`config.mk`:
```
export PLATFORM = sky130hd
export DESIGN_NAME = vector_cx_unit
export DESIGN_NICKNAME = d
export VERILOG_FILES = /design/src/rtl/vcx_pkg.sv /design/src/rtl/vcx_seq.sv /design/src/rtl/vcx_route.sv /design/src/rtl/vector_cx_unit.sv
export SDC_FILE = /design/constraint.sdc
export NUM_CORES = 1
export LEC_CHECK = 0
export BUFFER_PORTS_ARGS = -buffer_cell sky130_fd_sc_hd__buf_2
export CAP_MARGIN = 20
export CORE_MARGIN = 8
export CORE_UTILIZATION = 30
export DETAILED_ROUTE_END_ITERATION = 8
export PLACE_DENSITY = 0.67
export SYNTH_ARGS = -nofsm -noshare
export SYNTH_HDL_FRONTEND = slang
export SYNTH_SLANG_ARGS = --single-unit
```
`constraint.sdc`:
```
create_clock -name clk -period 1.9 [get_ports clk]
set_input_delay 0.285 -clock clk [delete_from_list [all_inputs] [get_ports clk]]
set_output_delay 0.285 -clock clk [all_outputs]
set_load 0.01 [all_outputs]
```
`src/rtl/vcx_pkg.sv`:
```
package vcx_pkg;

    typedef enum logic {
        VCX_COMPRESS = 1'b0,
        VCX_EXPAND   = 1'b1
    } vcx_mode_e;

    typedef enum logic [1:0] {
        ST_IDLE = 2'd0,
        ST_RUN  = 2'd1,
        ST_FIN  = 2'd2
    } vcx_state_e;

    // Per-cycle step descriptor handed from sequencer to router
    typedef struct packed {
        logic      active;
        logic      hit;
        vcx_mode_e mode;
    } vcx_step_t;

endpackage

```
`src/rtl/vcx_seq.sv`:
```
module vcx_seq
    import vcx_pkg::*;
#(
    parameter int NUM_ELEM = 8,
    parameter int IDX_W    = 3,
    parameter int CNT_W    = 4
) (
    input  logic                clk,
    input  logic                rst,
    input  logic                start_i,
    input  logic                mode_i,
    input  logic [NUM_ELEM-1:0] mask_i,
    input  logic [CNT_W-1:0]    vl_i,
    output vcx_step_t           step_o,
    output logic [IDX_W-1:0]    idx_o,
    output logic                launch_o,
    output logic                busy_o,
    output logic                done_o
);

    localparam logic [CNT_W-1:0] VL_MAX = CNT_W'(NUM_ELEM);

    vcx_state_e          state_q;
    vcx_mode_e           mode_q;
    logic [NUM_ELEM-1:0] mask_q;
    logic [CNT_W-1:0]    vl_q;
    logic [IDX_W-1:0]    idx_q;
    logic [CNT_W-1:0]    vl_eff;
    logic                last_elem;

    assign vl_eff    = (vl_i > VL_MAX) ? VL_MAX : vl_i;
    assign launch_o  = start_i && (state_q == ST_IDLE);
    assign last_elem = ((CNT_W'(idx_q) + 1'b1) == vl_q);

    always_ff @(posedge clk) begin
        if (rst) begin
            state_q <= ST_IDLE;
            mode_q  <= VCX_COMPRESS;
            mask_q  <= '0;
            vl_q    <= '0;
            idx_q   <= '0;
        end else begin
            case (state_q)
                ST_IDLE: begin
                    if (start_i) begin
                        mode_q  <= vcx_mode_e'(mode_i);
                        mask_q  <= mask_i;
                        vl_q    <= vl_eff;
                        idx_q   <= '0;
                        state_q <= (vl_eff == '0) ? ST_FIN : ST_RUN;
                    end
                end
                ST_RUN: begin
                    if (last_elem) state_q <= ST_FIN;
                    else           idx_q   <= idx_q + 1'b1;
                end
                ST_FIN:  state_q <= ST_IDLE;
                default: state_q <= ST_IDLE;
            endcase
        end
    end

    assign step_o.active = (state_q == ST_RUN);
    assign step_o.hit    = mask_q[idx_q];
    assign step_o.mode   = mode_q;
    assign idx_o         = idx_q;
    assign busy_o        = (state_q == ST_RUN);
    assign done_o        = (state_q == ST_FIN);

endmodule

```
`src/rtl/vcx_route.sv`:
```
module vcx_route
    import vcx_pkg::*;
#(
    parameter int ELEM_W = 16,
    parameter int IDX_W  = 3,
    parameter int CNT_W  = 4
) (
    input  logic              clk,
    input  logic              rst,
    input  logic              launch_i,
    input  vcx_step_t         step_i,
    input  logic [IDX_W-1:0]  idx_i,
    input  logic [ELEM_W-1:0] rd_data_i,
    output logic [IDX_W-1:0]  rd_addr_o,
    output logic              wr_en_o,
    output logic [IDX_W-1:0]  wr_addr_o,
    output logic [ELEM_W-1:0] wr_data_o,
    output logic [CNT_W-1:0]  count_o
);

    // Running population count of mask bits seen so far
    logic [CNT_W-1:0] ptr_q;
    logic [IDX_W-1:0] ptr_idx;

    assign ptr_idx = ptr_q[IDX_W-1:0];

    always_ff @(posedge clk) begin
        if (rst)                              ptr_q <= '0;
        else if (launch_i)                    ptr_q <= '0;
        else if (step_i.active && step_i.hit) ptr_q <= ptr_q + 1'b1;
    end

    always_comb begin
        wr_en_o   = step_i.active && step_i.hit;
        wr_data_o = rd_data_i;
        if (step_i.mode == VCX_COMPRESS) begin
            rd_addr_o = idx_i;
            wr_addr_o = ptr_idx;
        end else begin
            rd_addr_o = ptr_idx;
            wr_addr_o = idx_i;
        end
    end

    assign count_o = ptr_q;

endmodule

```
`src/rtl/vector_cx_unit.sv`:
```
module vector_cx_unit
    import vcx_pkg::*;
#(
    parameter int NUM_ELEM = 8,
    parameter int ELEM_W   = 16,
    localparam int IDX_W   = $clog2(NUM_ELEM),
    localparam int CNT_W   = $clog2(NUM_ELEM + 1)
) (
    input  logic                clk,
    input  logic                rst,
    input  logic                start_i,
    input  logic                mode_i,
    input  logic [NUM_ELEM-1:0] mask_i,
    input  logic [CNT_W-1:0]    vl_i,
    output logic                busy_o,
    output logic                done_o,
    output logic [CNT_W-1:0]    count_o,
    output logic [IDX_W-1:0]    rd_addr_o,
    input  logic [ELEM_W-1:0]   rd_data_i,
    output logic                wr_en_o,
    output logic [IDX_W-1:0]    wr_addr_o,
    output logic [ELEM_W-1:0]   wr_data_o
);

    vcx_step_t        step;
    logic [IDX_W-1:0] idx;
    logic             launch;

    vcx_seq #(
        .NUM_ELEM (NUM_ELEM),
        .IDX_W    (IDX_W),
        .CNT_W    (CNT_W)
    ) seq_i (
        .clk      (clk),
        .rst      (rst),
        .start_i  (start_i),
        .mode_i   (mode_i),
        .mask_i   (mask_i),
        .vl_i     (vl_i),
        .step_o   (step),
        .idx_o    (idx),
        .launch_o (launch),
        .busy_o   (busy_o),
        .done_o   (done_o)
    );

    vcx_route #(
        .ELEM_W (ELEM_W),
        .IDX_W  (IDX_W),
        .CNT_W  (CNT_W)
    ) route_i (
        .clk       (clk),
        .rst       (rst),
        .launch_i  (launch),
        .step_i    (step),
        .idx_i     (idx),
        .rd_data_i (rd_data_i),
        .rd_addr_o (rd_addr_o),
        .wr_en_o   (wr_en_o),
        .wr_addr_o (wr_addr_o),
        .wr_data_o (wr_data_o),
        .count_o   (count_o)
    );

endmodule

```
== Yosys cells after proc, flatten, opt, wreduce, memory -nomap -nowiden ==
Cells that the tools add are included.

* Word-level logic and storage cells: 38
* Bits in registers: 22
* Output and inout port bits: 29
* Input bits: 32

* $add $sub $neg: 3
* Reductions and logical operators: 9
* Eq/ne operators: 6
* Order comparisons: 2
* Mux-type cells: 12

{| class="wikitable"
|+ Operators with widths
! cell !! count
|-
| $mux W3 || 4
|-
| $mux W2 || 3
|-
| $pmux W3 S2 || 1
|-
| $add A3 B1 Y4 const B || 1
|-
| $add A4 B1 Y4 const B || 1
|-
| $eq A4 B4 Y1 || 1
|-
| $gt A4 B4 Y1 const B || 1
|-
| $logic_not A4 Y1 || 1
|-
| $lt A3 B4 Y1 const B || 1
|-
| $mux W4 || 1
|-
| $ne A2 B2 Y1 const B || 2
|-
| $pmux W2 S2 || 1
|-
| $reduce_and A2 Y1 || 2
|-
| $add A3 B1 Y3 const B || 1
|-
| $bmux W1 S3 || 1
|-
| $reduce_and A3 Y1 || 1
|-
| $eq A2 B1 Y1 const B || 1
|-
| $eq A2 B2 Y1 const B || 1
|-
| $logic_and A1 B1 Y1 || 2
|-
| $logic_not A2 Y1 || 1
|-
| $ne A2 B1 Y1 const B || 1
|-
| $reduce_bool A2 Y1 || 1
|-
| $reduce_or A2 Y1 || 1
|-
| $mux W1 || 1
|}

== Logic depth before layout (Yosys ltp) ==
* Depth in word-level cells: 6
* Depth in mapped cells: 5
* Depth with buffers taken out: 5

== Cells and area by module ==
From an unflattened synthesis, not the netlist that was laid out.

* Cell total of the unflattened synthesis: 143
* Area total of the unflattened synthesis: 1248.7 um2

{| class="wikitable"
|+ Modules (own cells, without submodules)
! module !! seq. area each (um2) !! cells each !! area an instance (um2) !! instances
|-
| vcx_seq || 360.3 || 102 || 878.3 || 1
|-
| vcx_route || 80.1 || 41 || 370.4 || 1
|}

== Worst setup path after synthesis ==
No wires, ideal clock.

* Path kind: register to register
* From: register seq_i.idx_q[1], in the netlist seq_i.idx_o[1]
* To: register seq_i.idx_q[0], in the netlist seq_i.idx_o[0]
* Path buffers: 0
* Slack: 0.252 ns
* Arrival time: 1.574 ns
* Required time: 1.826 ns
* Period minus slack after synthesis: 1.648 ns
* Library setup time: 0.074 ns
* Stages on the path, launching flop included: 6
* Cell sequence: dfxtp_1 -> ha_1 -> xnor2_1 -> nand2_1 -> or4_1 -> a31oi_1

* Cells in the longest elaborated chain, start to end: 4

{| class="wikitable"
|+ RTL lines
! item !! RTL line !! source
|-
| start: declaration || vcx_seq.sv:27 || <nowiki>logic [IDX_W-1:0] idx_q;</nowiki>
|-
| start signal: assignment || vcx_seq.sv:55 || <nowiki>else idx_q <= idx_q + 1'b1;</nowiki>
|-
| $add A3 B1 Y4 || vcx_seq.sv:33 || <nowiki>assign last_elem = ((CNT_W'(idx_q) + 1'b1) == vl_q);</nowiki>
|-
| $eq A4 B4 Y1 || vcx_seq.sv:33 ||
|-
| $ne A2 B2 Y1 (no line) || -- ||
|-
| $reduce_and A3 Y1 (no line) || -- ||
|}

No other way between the ends.
A chain may end at the register's enable or synchronous reset.

== Worst setup path in the final report ==
* From: register seq_i.idx_q[0], in the netlist seq_i.idx_o[0]
* To: output port wr_en_o

* Cells in the longest elaborated chain, start to end: 3

{| class="wikitable"
|+ RTL lines
! item !! RTL line !! source
|-
| $bmux W1 S3 || vcx_seq.sv:64 || <nowiki>assign step_o.hit = mask_q[idx_q];</nowiki>
|-
| $mux W1 (implied by the code) || vcx_seq.sv:64 ||
|-
| $logic_and A1 B1 Y1 || vcx_route.sv:34 || <nowiki>wr_en_o = step_i.active && step_i.hit;</nowiki>
|-
| end: declaration || vector_cx_unit.sv:20 || <nowiki>output logic wr_en_o,</nowiki>
|}

No other way between the ends. The select of a mux whose other input is x is not followed.

==> metrics.txt <==
outcome=finished clean; gpl congestion=just over 0.8; final setup violation count=0; CP Data Required Time=~1.6 ns; post-CTS setup buffer count=0; H-tree levels=1; initial antenna violation count=0; final worst path period need=roughly 1.9 ns; Die Area=roughly 6600 sq um; Synthesized Nets=182; crit-path cells=mux4_2 > mux2i_4 > nor2_4 > buf_6; clock transition at the registers of the reported paths=about 0.080 ns; fin nets=between 150 and 200; Post-synth EDFFs=0; Reg2Reg Launch Point=seq_i.idx_o[0]; RSZ-0062 raised after global routing=yes; reg2reg end=seq_i.idx_o[2]; Pins Over Slew Limit=0; TritonCTS clock tree=yes; largest cells by area after synthesis=dfxtp_1, buf_4, nand2_1, a21oi_1, mux2_2; Reg2Reg Setup Slack=~0.17 ns; fin crit share=0.986; Area Overhead vs Synth=12.4%; Die H=81.4 um; share of Yosys cell area claimed by the top area cell type=0.343; biggest area consumer among synthesized cells=dfxtp_1; final hold violation count=0; CTS max path bufs=2; Initial DRT Pass Iterations=4; GR Util All Layers=0.0884; Peak VDD IR=between 0.4 and 0.5 mV; CTS Hold Buffers Added=0; die width=just over 80 um; Tightest Pin Transition=approximately 0.5 ns; Critical Path AT=about 1.6 ns; Cell Area, Placed=1370 sq um; Lkg Pwr=0.584 nW; cell count of the worst reg-to-reg path=5; setup_tns=0 ns; row count=24; # diodes=0; Achievable Freq=around 530 MHz; routed length per instance=12.9 um; Core Area=roughly 4200 sq um; post-route cell area=about 1400 sq um; PwrDens=726 nW/um^2; mapped cell area=1280 sq um; hpwl dp=approximately 2200 um; critical path class=flip-flop to primary output; ys flop type=dfxtp_1; Synth Register Bits=22; synthesized instance count=approximately 150; grt ovf=0; CP Launch Point=seq_i.idx_o[0]; drt total wl=approximately 2800 um; number of global-route vias before repair=between 1k and 1.5k; # IOs=61; post-DR vias/cell=~4.9; largest net degree at the start of global routing=20; initial core utilization=0.303; Fillers=roughly 450; share of cells above drive strength 1=0.319; Initial DRC Count=80; Detail Route Antenna Nets=0; crit-path max cell delay=around 0.54 ns; Cell variety after synth=35; PortBufs=28; slew margin rel.=0.665; Mean Syn Cell Area=just under 9 sq um; Max FO, Critical Path=6; yosys warns=0; Remaining DRCs=0; skew final=around 0.0043 ns; total CTS buffers=3; root buffer cell=clkbuf_8; Setup crit start kind=flip-flop; async set-or-reset flop fraction in the synthesized netlist=0; crit path capture=wr_en_o; path category of the worst min-delay check=input pin to flip-flop; CP Capture Type=primary output; Sinks on Clock Net=22; final hold slack=approximately 0.26 ns; sequential share of the synthesized area=0.343; Post-CTS Resized=2; global-route wire length before repair=~4700 um; Crit-path slowest cell=mux4_2; clk_lat worst skew=between 0.2 and 0.3 ns; max-cap check violation count=0; Via Count=approximately 1.0k
## worst min-delay path by stage
| stage | depth (start not counted) | slack (ns) | startpoint | endpoint |
|---|---|---|---|---|
| after global placement | 2 | 0.45 | seq_i.mask_q[5] | seq_i.mask_q[5] |
| after floorplan | 2 | 0.42 | mask_i[0] | seq_i.mask_q[0] |
| after detailed placement | 2 | 0.45 | seq_i.mask_q[6] | seq_i.mask_q[6] |
| after global routing | 3 | 0.26 | mask_i[4] | seq_i.mask_q[4] |
| final | 3 | 0.26 | mode_i | seq_i.mode_q |
| after CTS | 3 | 0.25 | mask_i[4] | seq_i.mask_q[4] |
## state kept, by name (all words and copies together), names as in the netlist
signal	flops
seq_i.mask_q	8
seq_i.vl_q	4
route_i.count_o	4
seq_i.state_q	2
seq_i.idx_o	3
seq_i.mode_q	1
## synthesized netlist by cell type, drive strengths merged (2+ instances only)
| cell | instances |
|---|---|
| a21oi | 18 |
| a31oi | 2 |
| buf | 18 |
| clkbuf | 5 |
| dfxtp | 22 |
| ha | 2 |
| mux2 | 6 |
| mux2i | 3 |
| mux4 | 2 |
| nand2 | 31 |
| nand2b | 3 |
| nand3b | 3 |
| nor2 | 5 |
| nor4 | 2 |
| o21ai | 4 |
| or3 | 3 |
| xnor2 | 4 |
| xor2 | 3 |
## where the power goes
part | internal, W | switching (W) | total, W
Combinational | 0.0000894 | 0.000108 | 0.000197
Sequential | 0.000488 | 0.0000283 | 0.000517
Clock | 0.000185 | 0.000149 | 0.000334
Total | 0.000763 | 0.000285 | 0.00105
## worst max-delay path: cells and delay by family, from the launching register on
kind / cells / cell delay (ns)
buffers and inverters: 1 / 0.12
and+or+nand+nor: 1 / 0.06
muxes: 2 / 0.75
DFF: 1 / 0.39
## metrics by stage
| stage | cells | total power, W | setup WS, ns | utilization |
|---|---|---|---|---|
| global placement | 211 | 0.000719 | 0.183 | 0.324 |
| CTS | 215 | 0.00106 | 0.00429 | 0.338 |
| global route | 215 | 0.00111 | -0.0401 | 0.341 |
| floorplan | 148 | 0.000691 | 0.252 | - |
| finish | 215 | 0.00105 | 0.0268 | 0.341 |
| detailed placement | 211 | 0.000722 | 0.139 | 0.324 |
## metal layers
metal / track usage / routed length [um] / up-vias
li1: - / - / 527
met1: 0.113 / 1290 / 480
met2: 0.136 / 1230 / 38
met3: 0.0383 / 239 / 2
met4: 0.0161 / 10 / 0
met5: 0 / 0 / -
## placed cells by master, fill, tap and decap left out, types with 3 or more instances in the layout
cell      instances
nand2_1          31
buf_2            27
dfxtp_1          21
a21oi_1          18
mux2_2            6
buf_4             6
nor2_1            4
clkbuf_8          4
nand2b_1          3
nand3b_1          3
xnor2_1           3
xor2_1            3
o21ai_0           3
or3_1             3
## kinds of logic after synthesis
family / synth area share
AO/OA/AOI/OAI: 0.124
multiplexers: 0.121
AND/OR/NAND/NOR: 0.203
XOR/XNOR: 0.0623
adder cells (fa/ha/maj): 0.0195
buffers and inverters: 0.129
flip-flops: 0.343
## area by class of cell
cell class	instances	area (sq um)	area share
clock buffer	4	55.1	0.0381
inverter	1	3.75	0.00260
multi-input combinational	102	684	0.474
sequential	22	444	0.308
tap	52	65.1	0.0451
timing repair buffer	34	191	0.133
No activity file was read; power rests on OpenSTA's default activity.
